===== src/rtl/agent_cfg_pkg.sv =====
package agent_cfg_pkg;
  // strobes from control to datapath
  typedef struct packed {
    logic capture;   // latch decoded identity this edge
    logic clearId;   // reset held: clear identity
  } cfgStrobe_t;
endpackage


===== src/rtl/agent_cfg_ctrl.sv =====
module agent_cfg_ctrl
  import agent_cfg_pkg::*;
(
  input  logic       clk,
  input  logic       rstN,
  output cfgStrobe_t strobe,
  output logic       cfgDone
);
  logic inResetQ;
  logic doneQ;

  always_ff @(posedge clk) begin
    if (!rstN) begin
      inResetQ <= 1'b1;
      doneQ    <= 1'b0;
    end else begin
      inResetQ <= 1'b0;
      if (inResetQ) doneQ <= 1'b1;
    end
  end

  always_comb begin
    strobe.capture = rstN && inResetQ;
    strobe.clearId = !rstN;
  end

  assign cfgDone = doneQ;


  capture_then_done_chk: assert property (@(posedge clk) disable iff (!rstN)
    strobe.capture |=> cfgDone);


  no_done_before_capture_chk: assert property (@(posedge clk) disable iff (!rstN)
    (!cfgDone && !strobe.capture) |=> !cfgDone);
endmodule


===== src/rtl/agent_cfg_dp.sv =====
module agent_cfg_dp
  import agent_cfg_pkg::*;
#(
  parameter int PIN_W  = 4,
  parameter int AGENTS = 2,
  parameter int ID_W   = (AGENTS > 1) ? $clog2(AGENTS) : 1
) (
  input  logic              clk,
  input  logic              rstN,
  input  cfgStrobe_t        strobe,
  input  logic              cfgDone,
  input  logic              centralMode,
  input  logic [PIN_W-1:0]  pinIn,
  input  logic [AGENTS-1:0] reqLine,
  output logic [PIN_W-1:0]  pinOut,
  output logic [PIN_W-1:0]  pinOe,
  output logic [ID_W-1:0]   agentId,
  output logic              cfgErr
);
  // pins used by any agent: line i of agent a sits on pin (i - a) mod PIN_W
  function automatic logic [PIN_W-1:0] usedPins();
    logic [PIN_W-1:0] m;
    m = '0;
    for (int a = 0; a < AGENTS; a++)
      for (int i = 0; i < AGENTS; i++)
        m[(i + PIN_W - a) % PIN_W] = 1'b1;
    return m;
  endfunction

  localparam logic [PIN_W-1:0] USED = usedPins();

  logic [PIN_W-1:0] lowMask;
  logic [ID_W-1:0]  decId;
  logic             decHit;
  logic [ID_W-1:0]  idQ;
  logic             errQ;

  assign lowMask = ~pinIn & USED;

  always_comb begin
    decId  = '0;
    decHit = 1'b0;
    for (int a = 0; a < AGENTS; a++) begin
      if (lowMask == (PIN_W'(1) << ((PIN_W - a) % PIN_W))) begin
        decId  = ID_W'(a);
        decHit = 1'b1;
      end
    end
  end

  always_ff @(posedge clk) begin
    if (strobe.clearId) begin
      idQ  <= '0;
      errQ <= 1'b0;
    end else if (strobe.capture) begin
      idQ  <= decHit ? decId : '0;
      errQ <= !decHit;
    end
  end

  always_comb begin
    pinOe  = '0;
    pinOut = '1;
    if (!cfgDone) begin
      if (centralMode) begin
        pinOe[0]  = 1'b1;
        pinOut[0] = 1'b0;
      end
    end else begin
      for (int i = 0; i < AGENTS; i++) begin
        pinOe[(i + PIN_W - int'(idQ)) % PIN_W]  = 1'b1;
        pinOut[(i + PIN_W - int'(idQ)) % PIN_W] = ~reqLine[i];
      end
    end
  end

  assign agentId = idQ;
  assign cfgErr  = errQ;


  err_forces_zero_chk: assert property (@(posedge clk) disable iff (!rstN)
    cfgErr |-> (agentId == '0));


  id_hold_chk: assert property (@(posedge clk) disable iff (!rstN)
    (cfgDone && $past(cfgDone)) |-> ($stable(agentId) && $stable(cfgErr)));


  unused_pin_idle_chk: assert property (@(posedge clk) disable iff (!rstN)
    ((pinOe & ~USED) == '0) && ((pinOut | pinOe) == '1));


  reset_drive_limit_chk: assert property (@(posedge clk)
    !cfgDone |-> ((pinOe & ~PIN_W'(1)) == '0));
endmodule


===== src/rtl/agent_id_cfg.sv =====
module agent_id_cfg
  import agent_cfg_pkg::*;
#(
  parameter int PIN_W  = 4,
  parameter int AGENTS = 2,
  parameter int ID_W   = (AGENTS > 1) ? $clog2(AGENTS) : 1
) (
  input  logic              clk,
  input  logic              rstN,
  input  logic              centralMode,
  input  logic [PIN_W-1:0]  pinIn,
  input  logic [AGENTS-1:0] reqLine,
  output logic [PIN_W-1:0]  pinOut,
  output logic [PIN_W-1:0]  pinOe,
  output logic [ID_W-1:0]   agentId,
  output logic              cfgErr,
  output logic              cfgDone
);
  cfgStrobe_t strobe;

  agent_cfg_ctrl ctrl (
    .clk     (clk),
    .rstN    (rstN),
    .strobe  (strobe),
    .cfgDone (cfgDone)
  );

  agent_cfg_dp #(.PIN_W(PIN_W), .AGENTS(AGENTS), .ID_W(ID_W)) dp (
    .clk         (clk),
    .rstN        (rstN),
    .strobe      (strobe),
    .cfgDone     (cfgDone),
    .centralMode (centralMode),
    .pinIn       (pinIn),
    .reqLine     (reqLine),
    .pinOut      (pinOut),
    .pinOe       (pinOe),
    .agentId     (agentId),
    .cfgErr      (cfgErr)
  );
endmodule


===== config.mk =====
export PLATFORM = sky130hd
export DESIGN_NAME = agent_id_cfg
export DESIGN_NICKNAME = d
export VERILOG_FILES = /design/src/rtl/agent_cfg_pkg.sv /design/src/rtl/agent_cfg_ctrl.sv /design/src/rtl/agent_cfg_dp.sv /design/src/rtl/agent_id_cfg.sv
export SDC_FILE = /design/constraint.sdc
export NUM_CORES = 1
export LEC_CHECK = 0
export ABC_AREA = 1
export ABC_CLOCK_PERIOD_IN_PS = 1000
export CELL_PAD_IN_SITES_DETAIL_PLACEMENT = 1
export CELL_PAD_IN_SITES_GLOBAL_PLACEMENT = 2
export CORE_AREA = 2 2 44 46
export CTS_BUF_LIST = sky130_fd_sc_hd__clkbuf_4 sky130_fd_sc_hd__clkbuf_8
export CTS_CLUSTER_DIAMETER = 60
export DETAILED_ROUTE_END_ITERATION = 6
export DIE_AREA = 0 0 46 48
export GPL_ROUTABILITY_DRIVEN = 1
export HOLD_SLACK_MARGIN = 0.08
export PLACE_DENSITY_LB_ADDON = 0.05
export SYNTH_ARGS = -nofsm -noshare
export SYNTH_HDL_FRONTEND = slang
export SYNTH_SLANG_ARGS = --single-unit
export TNS_END_PERCENT = 30

===== constraint.sdc =====
create_clock -name clk -period 1 [get_ports clk]
set_input_delay 0.3 -clock clk [delete_from_list [all_inputs] [get_ports clk]]
set_output_delay 0.3 -clock clk [all_outputs]
set_load 0.01 [all_outputs]

==> impl_metrics.toml <==
[outcome]
status = "finished with violations"
violations = "negative setup slack"

[setup_path]
slowest_stage = "dfxtp_4"
path_cells = "or2_4, o221ai_2, buf_2"
max_stage_delay_ps = 350
arrival_ps = 1030
startpoint_type = "flop"
critical_path_class = "flop to primary output"
path_max_fanout = 4
required_ps = 700
crit_path_end_kind = "primary output"

[flow_run]
cap_violations = 0

[final_layout]
regArea_um2 = 88.8
n_antenna_cell = 0
nets = 60
final_cell_mix = "5 x nand2_1, 4 x inv_2, 4 x dlygate4sd2_1, 4 x buf_6, 4 x buf_2"
multi_input_area_um2 = 108
post-route-util = 0.242
layout_commonest_cell = "nand2_1"
finalNonFillerCells = 66
nFillCells = 214
drive_above_1_share = 0.551
syn_to_final_growth_pct = 90.1

[pwr]
leakage_nw = 0.206
pwr-share-comb = 0.270
switching_share = 0.268
cellPowerDensity_nw_per_um2 = 1280
power.share.sequential = 0.355
clkPwrFrac = 0.376
peakVddDrop_mv = 0.500
internal-power_mw = 0.382
p_sw_mw = 0.140

[sta]
rsz0062_at_grt = "yes"
holdWs_ps = 464
drv_slew = 0
setup_ws_ps = -328
setup_viol = 7
period_needed_ps = 1330
fin_crit_sh = 1.33
hold_viol = 0
fin_skew_ps = 3.44
fmax_ghz = 0.753

[drt]
post-route-drc-count = 0
vias = 249
drt_iter0_drc = 2
viasPerCell = 3.77
wirelength_um = 647
dr.pass1.iters = 3
wl_per_cell_um = 9.80
drtAntennaViolNets = 0

[floorplanning]
die-area_um2 = 2210
num_io_pins = 20
start_util = 0.127
rows = 15
die_y_um = 48
die_w_um = 46
core_um2 = 1690

[synthesis]
syn-cell-area_um2 = 215
synth_cell_type_count = 14
syn_avg_cell_area_um2 = 6.94
netlist_instances = 31
synth_seq_area_share = 0.372
ys_seq_elements = 4
yosysWarningCount = 0
synth_nets = 40

[clock_tree]
h-tree-depth = 1
clk_path_buf_depth = 2
numClockSinks = 4
tritoncts = "yes"
post_cts_buffers = 0
clk_latency_ps = 230
cts_inserted_buffers = 3
root_buffer = "clkbuf_4"
clkSlewWorstSetupHoldPaths_ps = 40

[global_routing]
grt_overflow = 0
grt_pass1_vias = 261
grt_max_degree = 5
grtUsageTotal = 0.0736
antenna_found_initial = 0
grt_pass1_wl_mm = 1.05

[placed_design]
place_congestion = 0.637
placed_cells = 63
io_buffers = 16
dp_slack_ps = -872
dp.final_hpwl_um = 555

[hold_path]
hold_class = "flop to flop"
[cell usage after synthesis]
| cell type | number | area [um2] |
|---|---|---|
| a21oi_1 | 1 | 5.00 |
| a21oi_2 | 1 | 8.76 |
| buf_4 | 2 | 15.0 |
| conb_1 | 2 | 7.51 |
| dfxtp_1 | 4 | 80.1 |
| inv_1 | 6 | 22.5 |
| inv_2 | 1 | 3.75 |
| nand2_1 | 7 | 26.3 |
| nand2_2 | 1 | 6.26 |
| nand3_1 | 2 | 10.0 |
| nand3_2 | 1 | 10.0 |
| o21ai_0 | 1 | 5.00 |
| o221ai_1 | 1 | 8.76 |
| or2_1 | 1 | 6.26 |
[power by group through the flow]
| stage | clock (mW) | combinational [mW] | sequential [mW] |
|---|---|---|---|
| 2_1_floorplan | 0 | 0.0585 | 0.188 |
| 3_3_place_gp | 0 | 0.153 | 0.184 |
| 3_5_place_dp | 0 | 0.155 | 0.185 |
| 4_1_cts | 0.207 | 0.130 | 0.185 |
| 5_1_grt | 0.231 | 0.157 | 0.187 |
| 6_report | 0.196 | 0.141 | 0.185 |
[state kept, by name, summed over array words and instances (netlist names)]
signal         flops
ctrl.cfgDone       1
ctrl.inResetQ      1
dp.agentId         1
dp.cfgErr          1
[through the flow]
stage / setup TNS, ps / power [mW] / instance area (um2)
global route: -1800 / 0.575 / 409
finish: -1390 / 0.522 / 409
CTS: -1960 / 0.522 / 394
global placement: -4840 / 0.338 / 399
detailed placement: -4900 / 0.340 / 399
floorplan: 0 / 0.247 / 225
[area by class of cell]
| class | count | share of cell area |
|---|---|---|
| timing repair buffer | 17 | 0.349 |
| inverter | 7 | 0.0642 |
| sequential | 4 | 0.217 |
| multi-input combinational | 18 | 0.263 |
| tap | 17 | 0.0520 |
| clock buffer | 3 | 0.0550 |
[path summary, 6_finish.rpt]
| path | slack, ps | endpoint | from | cells after the start |
|---|---|---|---|---|
| worst max register to register | 280 | dp.cfgErr | ctrl.inResetQ | 4 |
| worst max-delay path | -330 | pinOut[0] | ctrl.cfgDone | 3 |
| worst min-delay path | 460 | ctrl.cfgDone | ctrl.inResetQ | 2 |
| worst min register to register | 460 | ctrl.cfgDone | ctrl.inResetQ | 2 |
[worst max-delay path: cells and delay by family (launching register included)]
| kind | cells | cell delay [ps] |
|---|---|---|
| buffers and inverters | 1 | 160 |
| flip-flops | 1 | 350 |
| AO/OA/AOI/OAI | 1 | 60 |
| AND/OR/NAND/NOR | 1 | 230 |
[metal layers]
| layer | routed length [um] | share of wire | global-route usage |
|---|---|---|---|
| met1 | 248 | 0.38 | 0.0622 |
| met2 | 330 | 0.51 | 0.133 |
| met3 | 68 | 0.11 | 0.0491 |
| met4 | 0 | 0 | 0.0343 |
| met5 | 0 | 0 | 0 |
[what timing repair did]
| item | in CTS | in global routing |
|---|---|---|
| endpoints found under the setup margin | 10 | 9 |
| hold buffers | 0 | 0 |
| pin swaps | 1 | 1 |
| resized for setup | 39 | 13 |
[kinds of logic after synthesis]
group                  count (synthesis)  synth area share
AOI/OAI and AO/OA                      4             0.128
DFF                                    4             0.372
and+or+nand+nor                       12             0.273
other                                  2            0.0349
buffers and inverters                  9             0.192
Power figures use the tool's default switching activity.
